$ cat src/rtl/inval_pkg.sv
package inval_pkg;
  typedef enum logic [2:0] {
    ST_IDLE  = 3'd0,
    ST_PRE   = 3'd1,
    ST_ISSUE = 3'd2,
    ST_DRAIN = 3'd3,
    ST_POST  = 3'd4
  } inval_state_e;
endpackage

$ cat src/rtl/inval_ctrl_regs.sv
module inval_ctrl_regs (
  input  logic clk,
  input  logic rst_n,
  input  logic start_wr,
  input  logic idle,
  input  logic launch,
  input  logic finish,
  input  logic abort_evt,
  output logic start_q,
  output logic done_q,
  output logic abort_q,
  output logic accept
);
  logic start_d, done_d, abort_d;
  logic start_en, done_en, abort_en;

  assign accept = start_wr & idle & ~start_q;

  always_comb begin
    start_en = accept | launch;
    start_d  = accept;
    done_en  = accept | finish;
    done_d   = ~accept & finish;
    abort_en = accept | abort_evt;
    abort_d  = ~accept & abort_evt;
  end

  always_ff @(posedge clk or negedge rst_n) begin
    if (!rst_n) begin
      start_q <= 1'b0;
      done_q  <= 1'b0;
      abort_q <= 1'b0;
    end else begin
      if (start_en) start_q <= start_d;
      if (done_en)  done_q  <= done_d;
      if (abort_en) abort_q <= abort_d;
    end
  end

  AST_START_SELF_CLR: assert property (@(posedge clk) disable iff (!rst_n) start_q |=> !start_q);
  AST_DONE_START_EXCL: assert property (@(posedge clk) disable iff (!rst_n) !(start_q && done_q));
  AST_BUSY_START_IGNORED: assert property (@(posedge clk) disable iff (!rst_n) (start_wr && !idle) |=> !start_q);
  AST_ABORT_NO_DONE: assert property (@(posedge clk) disable iff (!rst_n) abort_q |-> !done_q);
endmodule

$ cat src/rtl/inval_fsm.sv
module inval_fsm
  import inval_pkg::*;
#(
  parameter int WAIT_W = 8
) (
  input  logic              clk,
  input  logic              rst_n,
  input  logic              start_q,
  input  logic              all_issued,
  input  logic              all_done,
  input  logic              timeout_hit,
  input  logic [WAIT_W-1:0] wait_cfg,
  output inval_state_e      state_o,
  output logic              launch,
  output logic              finish,
  output logic              abort_evt
);
  inval_state_e      state_q, state_d;
  logic [WAIT_W-1:0] wcnt_q, wcnt_d;
  logic              wcnt_en;

  always_comb begin
    state_d   = state_q;
    wcnt_d    = wcnt_q;
    wcnt_en   = 1'b0;
    launch    = 1'b0;
    finish    = 1'b0;
    abort_evt = 1'b0;
    case (state_q)
      ST_IDLE: if (start_q) begin
        state_d = ST_PRE;
        launch  = 1'b1;
        wcnt_en = 1'b1;
        wcnt_d  = wait_cfg;
      end
      ST_PRE: begin
        wcnt_en = 1'b1;
        if (wcnt_q == '0) state_d = ST_ISSUE;
        else              wcnt_d  = wcnt_q - 1'b1;
      end
      ST_ISSUE: begin
        if (timeout_hit) begin
          state_d   = ST_IDLE;
          abort_evt = 1'b1;
        end else if (all_issued) begin
          state_d = ST_DRAIN;
        end
      end
      ST_DRAIN: begin
        if (timeout_hit) begin
          state_d   = ST_IDLE;
          abort_evt = 1'b1;
        end else if (all_done) begin
          state_d = ST_POST;
          wcnt_en = 1'b1;
          wcnt_d  = wait_cfg;
        end
      end
      ST_POST: begin
        wcnt_en = 1'b1;
        if (wcnt_q == '0) begin
          state_d = ST_IDLE;
          finish  = 1'b1;
        end else begin
          wcnt_d = wcnt_q - 1'b1;
        end
      end
      default: state_d = ST_IDLE;
    endcase
  end

  always_ff @(posedge clk or negedge rst_n) begin
    if (!rst_n) begin
      state_q <= ST_IDLE;
      wcnt_q  <= '0;
    end else begin
      state_q <= state_d;
      if (wcnt_en) wcnt_q <= wcnt_d;
    end
  end

  assign state_o = state_q;

  AST_STATE_LEGAL: assert property (@(posedge clk) disable iff (!rst_n) state_q inside {ST_IDLE, ST_PRE, ST_ISSUE, ST_DRAIN, ST_POST});
  AST_FINISH_FROM_POST: assert property (@(posedge clk) disable iff (!rst_n) finish |=> state_q == ST_IDLE);
endmodule

$ cat src/rtl/inval_walker.sv
module inval_walker #(
  parameter int NUM_ENTRIES = 384,
  parameter int TIMEOUT     = 64,
  localparam int CNT_W = $clog2(NUM_ENTRIES + 1),
  localparam int IDX_W = $clog2(NUM_ENTRIES),
  localparam int TMO_W = $clog2(TIMEOUT)
) (
  input  logic             clk,
  input  logic             rst_n,
  input  logic             clear,
  input  logic             issue_en,
  input  logic             track_en,
  input  logic             cmd_ready,
  input  logic             ack_valid,
  output logic             cmd_valid,
  output logic [IDX_W-1:0] cmd_idx,
  output logic [CNT_W-1:0] issued_cnt,
  output logic [CNT_W-1:0] done_cnt,
  output logic             all_issued,
  output logic             all_done,
  output logic             timeout_hit
);
  logic [CNT_W-1:0] iss_q, iss_d, cmp_q, cmp_d;
  logic [TMO_W-1:0] tmo_q, tmo_d;
  logic             iss_en, cmp_en, hs, outstanding, ack_take;

  assign all_issued  = (iss_q == CNT_W'(NUM_ENTRIES));
  assign all_done    = (cmp_q == CNT_W'(NUM_ENTRIES));
  assign cmd_valid   = issue_en & ~all_issued;
  assign hs          = cmd_valid & cmd_ready;
  assign outstanding = (cmp_q != iss_q);
  assign ack_take    = track_en & ack_valid & outstanding;
  assign timeout_hit = track_en & outstanding & ~ack_take & (tmo_q == TMO_W'(TIMEOUT - 1));

  always_comb begin
    iss_en = clear | hs;
    iss_d  = clear ? '0 : iss_q + 1'b1;
    cmp_en = clear | ack_take;
    cmp_d  = clear ? '0 : cmp_q + 1'b1;
    if (clear || !track_en || ack_take || !outstanding) tmo_d = '0;
    else                                                tmo_d = tmo_q + 1'b1;
  end

  always_ff @(posedge clk or negedge rst_n) begin
    if (!rst_n) begin
      iss_q <= '0;
      cmp_q <= '0;
      tmo_q <= '0;
    end else begin
      if (iss_en) iss_q <= iss_d;
      if (cmp_en) cmp_q <= cmp_d;
      tmo_q <= tmo_d;
    end
  end

  assign cmd_idx    = iss_q[IDX_W-1:0];
  assign issued_cnt = iss_q;
  assign done_cnt   = cmp_q;

  AST_ACK_LE_ISSUE: assert property (@(posedge clk) disable iff (!rst_n) cmp_q <= iss_q);
  AST_ISSUE_BOUND: assert property (@(posedge clk) disable iff (!rst_n) iss_q <= CNT_W'(NUM_ENTRIES));
  AST_IDX_HOLD: assert property (@(posedge clk) disable iff (!rst_n) (cmd_valid && !cmd_ready) |=> $stable(cmd_idx));
endmodule

$ cat src/rtl/inval_seq_top.sv
module inval_seq_top
  import inval_pkg::*;
#(
  parameter int NUM_ENTRIES = 384,
  parameter int TIMEOUT     = 64,
  parameter int WAIT_W      = 8,
  localparam int CNT_W = $clog2(NUM_ENTRIES + 1),
  localparam int IDX_W = $clog2(NUM_ENTRIES)
) (
  input  logic              clk,
  input  logic              rst_n,
  input  logic              start_wr,
  input  logic [WAIT_W-1:0] wait_cfg,
  input  logic              cmd_ready,
  input  logic              ack_valid,
  output logic              cmd_valid,
  output logic [IDX_W-1:0]  cmd_idx,
  output logic [CNT_W-1:0]  issued_cnt,
  output logic [CNT_W-1:0]  done_cnt,
  output logic              start_bit,
  output logic              done,
  output logic              abort_flag,
  output logic              rst_rdy,
  output logic [2:0]        fsm_state
);
  inval_state_e st;
  logic idle, launch, finish, abort_evt, accept;
  logic all_issued, all_done, timeout_hit;

  assign idle = (st == ST_IDLE);

  inval_ctrl_regs u_regs (
    .clk(clk), .rst_n(rst_n), .start_wr(start_wr), .idle(idle),
    .launch(launch), .finish(finish), .abort_evt(abort_evt),
    .start_q(start_bit), .done_q(done), .abort_q(abort_flag), .accept(accept)
  );

  inval_fsm #(.WAIT_W(WAIT_W)) u_fsm (
    .clk(clk), .rst_n(rst_n), .start_q(start_bit), .all_issued(all_issued),
    .all_done(all_done), .timeout_hit(timeout_hit), .wait_cfg(wait_cfg),
    .state_o(st), .launch(launch), .finish(finish), .abort_evt(abort_evt)
  );

  inval_walker #(.NUM_ENTRIES(NUM_ENTRIES), .TIMEOUT(TIMEOUT)) u_walk (
    .clk(clk), .rst_n(rst_n), .clear(accept),
    .issue_en(st == ST_ISSUE), .track_en((st == ST_ISSUE) || (st == ST_DRAIN)),
    .cmd_ready(cmd_ready), .ack_valid(ack_valid),
    .cmd_valid(cmd_valid), .cmd_idx(cmd_idx), .issued_cnt(issued_cnt),
    .done_cnt(done_cnt), .all_issued(all_issued), .all_done(all_done),
    .timeout_hit(timeout_hit)
  );

  assign rst_rdy   = idle & ~start_bit;
  assign fsm_state = st;

  AST_IDLE_NO_CMD: assert property (@(posedge clk) disable iff (!rst_n) idle |-> !cmd_valid);
  AST_ABORT_TO_IDLE: assert property (@(posedge clk) disable iff (!rst_n) $rose(abort_flag) |-> idle);
endmodule

$ cat config.mk
export PLATFORM = sky130hd
export DESIGN_NAME = inval_seq_top
export DESIGN_NICKNAME = d
export VERILOG_FILES = /design/src/rtl/inval_pkg.sv /design/src/rtl/inval_ctrl_regs.sv /design/src/rtl/inval_fsm.sv /design/src/rtl/inval_walker.sv /design/src/rtl/inval_seq_top.sv
export SDC_FILE = /design/constraint.sdc
export NUM_CORES = 1
export LEC_CHECK = 0
export BUFFER_PORTS_ARGS = -buffer_cell sky130_fd_sc_hd__buf_2
export CAP_MARGIN = 25
export CORE_ASPECT_RATIO = 0.9
export CORE_MARGIN = 2
export CORE_UTILIZATION = 35
export DETAILED_ROUTE_END_ITERATION = 10
export GPL_TIMING_DRIVEN = 1
export SLEW_MARGIN = 20
export SYNTH_ARGS = -nofsm -noshare
export SYNTH_HDL_FRONTEND = slang
export SYNTH_SLANG_ARGS = --single-unit
$ cat constraint.sdc
create_clock -name clk -period 2.9 [get_ports clk]
set_input_delay 0.58 -clock clk [delete_from_list [all_inputs] [get_ports clk]]
set_output_delay 0.58 -clock clk [all_outputs]
set_load 0.005 [all_outputs]
==> results.json <==
{
  "powerDensity_nw_per_um2": 778,
  "criticalPathCategory": "reg -> out",
  "antenna_cells": 0,
  "numCtsBuffers": 5,
  "synth_cell_types": 47,
  "max_freq_mhz": 396,
  "worst_slew_pin_slew_ns": 0.882,
  "ctsHoldBuffers": 0,
  "dp_slack_ns": 0.661,
  "cts_root_buf": "clkbuf_8",
  "final_layout_size_suffix_gt1_share_pct": 25.4,
  "drv_cap": 0,
  "met3_length_um": 301,
  "ys_seq_area_share_pct": 40.5,
  "syn_area_per_cell_sq_um": 9.55,
  "io_pins": 48,
  "status": "finished, final reports clean",
  "post_cts_buffers": 0,
  "clk_path_buf_depth": 2,
  "wirelength_mm": 5.29,
  "ys_async_sr_fraction_pct": 100,
  "clkPwrFrac_pct": 18.0,
  "yosysMostFrequentCell": "dfrtp_1",
  "io_buffer_count": 47,
  "final-setup-viol-count": 0,
  "cts-resized-gates": 0,
  "hold_path.class": "in -> async",
  "top_layer": "met4",
  "path_clk_slew_ns": 0.08,
  "grt_pass1_vias": 1748,
  "gp_congestion": 0.791,
  "timing.slew.headroom_pct": 41.2,
  "max-vdd-ir-drop_mv": 0.233,
  "grt_antenna_before_repair": 0,
  "grt_max_degree": 39,
  "met1_length_mm": 2.51,
  "setup_tns_ns": 0,
  "fp.coreArea_sq_um": 6550,
  "yosys_warnings": 0,
  "synthCells": 246,
  "critPathLaunchType": "flip-flop",
  "post-route-period-util_pct": 87.0,
  "finalWorstSetupSlack_ns": 0.376,
  "synth_edf_count": 0,
  "synthesis.area_sq_um": 2350,
  "die_w_um": 90.3,
  "wl_per_cell_um": 14.2,
  "drc": 0,
  "required_ns": 2.32,
  "fin_hold_ws_ns": 0.409,
  "drtIter0Drc": 92,
  "period_needed_ns": 2.52,
  "die_y_um": 81.7,
  "synth-main-ff-cell": "dfrtp_1",
  "grt_overflow": 0,
  "ant_nets": 0,
  "cp.arrival_ns": 1.94,
  "p_seq_share_pct": 38.4,
  "gr-usage-all-layers_pct": 15.1,
  "wl_met2_mm": 2.38,
  "p_sw_uw": 783,
  "hold_viol_final": 0,
  "syn2layout_area_growth_pct": 14.7,
  "cp-end-kind": "output pin",
  "drv_slew": 0,
  "cts-htree-levels": 2,
  "clock_sinks": 38,
  "yosys-top-cells-count": "dfrtp_1, nor2_1, nand2_1",
  "cts_tree": "yes",
  "vias": 1908,
  "start_util_pct": 35.8,
  "synth_seq_cells": 38,
  "combPwrFrac_pct": 43.5,
  "synthesis.nets": 265,
  "dieArea_sq_um": 7380,
  "switching_share_pct": 37.3,
  "grt_pass1_wl_mm": 8.75,
  "rows": 28,
  "worstPathMaxFanout": 9,
  "viasPerCell": 5.12,
  "dp_hpwl_mm": 3.83,
  "power_leakage_uw": 0.00124,
  "ys_top_cells_by_area": "dfrtp_1, xnor2_1, mux2_4, nor2_1, ha_1",
  "fin_skew_ns": 0.00644,
  "nNetsFinal": 301,
  "clock_latency_ns": 0.29,
  "power_uw": 2100,
  "power.internal_uw": 1310,
  "synth_top_area_share_pct": 40.5,
  "synth_area_leader_cell": "dfrtp_1",
  "drt_pre_antenna_iters": 4,
  "rsz0062_at_grt": "no"
}
-- power groups by stage --
| stage | sequential, uW | combinational (uW) | clock [uW] |
|---|---|---|---|
| after floorplan | 749 | 754 | 0 |
| after global placement | 811 | 893 | 0 |
| after detailed placement | 815 | 922 | 0 |
| after CTS | 803 | 928 | 388 |
| after global routing | 827 | 1010 | 420 |
| final | 806 | 912 | 378 |
-- area by class of cell --
class | count | area [sq um]
Multi-Input combinational cell | 177 | 1240
Clock buffer | 7 | 86.3
Timing Repair Buffer | 50 | 258
Inverter | 10 | 37.5
Sequential cell | 38 | 951
Fill cell | 684 | 3860
Clock inverter | 1 | 5.00
Tap cell | 90 | 113
-- metal layers --
metal / vias up / GRT usage, %
met3: 8 / 3.76
met4: 0 / 6.00
met1: 917 / 20.6
met2: 51 / 23.4
li1: 932 / -
met5: - / 0
-- critical path, stage by stage (launching register included) --
cell and delay, ns:
dfrtp_1 0.48, or4b_1 0.55, nor4_1 0.41, nor3_1 0.08
buf_2 0.14
-- registers in the layout (all words and copies together), names as in the netlist --
name and count:
u_regs.done_q 1, u_walk.cmd_idx 9, u_walk.tmo_q 6, u_fsm.wcnt_q 8, u_regs.abort_q 1, u_walk.done_cnt 9, u_regs.start_q 1, u_fsm.state_o 3
-- worst paths after layout --
| check | depth (start not counted) | slack, ns | to | start |
|---|---|---|---|---|
| max in group asynchronous | 1 | 1.94 | u_fsm.wcnt_q[0]$_DFFE_PN0P_ | rst_n |
| min | 1 | 0.41 | u_walk.cmd_idx[0]$_DFFE_PN0P_ | rst_n |
| min in group clk | 1 | 0.46 | u_walk.tmo_q[0]$_DFF_PN0_ | u_walk.tmo_q[0]$_DFF_PN0_ |
| min reg2reg | 1 | 0.46 | u_walk.tmo_q[0]$_DFF_PN0_ | u_walk.tmo_q[0]$_DFF_PN0_ |
| max | 4 | 0.38 | cmd_valid | u_walk.cmd_idx[3]$_DFFE_PN0P_ |
| max reg2reg | 7 | 0.66 | u_fsm.wcnt_q[4]$_DFFE_PN0P_ | u_fsm.wcnt_q[0]$_DFFE_PN0P_ |
-- through the flow --
stage	cells	cell area [sq um]	utilization [%]
after global placement	365	2600	39.7
after CTS	373	2690	41.1
after detailed placement	365	2600	39.7
after floorplan	246	2350	-
final	373	2690	41.1
after global routing	373	2690	41.1
-- cells by family (layout without fill, tap and decap cells) --
logic type,count (synthesis),in the layout,synth area share (%)
AOI/OAI and AO/OA,37,37,11.6
buffers and inverters,31,68,6.77
adders and majority gates,6,6,3.20
and+or+nand+nor,98,98,22.5
xor gates and xnor gates,25,25,9.32
DFF,38,38,40.5
muxes,11,11,6.18
-- placed cells by master (no fill, tap or decap), types with 2 or more instances in the layout --
master / n
inv_1: 9
buf_4: 3
o2bb2ai_1: 2
or4_1: 2
o31ai_1: 7
o211ai_1: 4
clkbuf_8: 6
mux2_4: 7
nand2_1: 19
nor3_1: 10
nor4_1: 5
mux2i_1: 4
a31oi_1: 3
nor2_1: 28
dfrtp_1: 38
ha_1: 6
o31a_1: 2
and3_1: 3
nand3_1: 7
nand4_1: 3
or3_1: 2
nand2b_1: 4
and2_1: 2
o21ai_0: 2
o32ai_1: 2
buf_2: 47
xnor2_1: 18
nor2b_1: 2
a21oi_1: 9
xor2_1: 7
No activity file was read; power rests on OpenSTA's default activity.
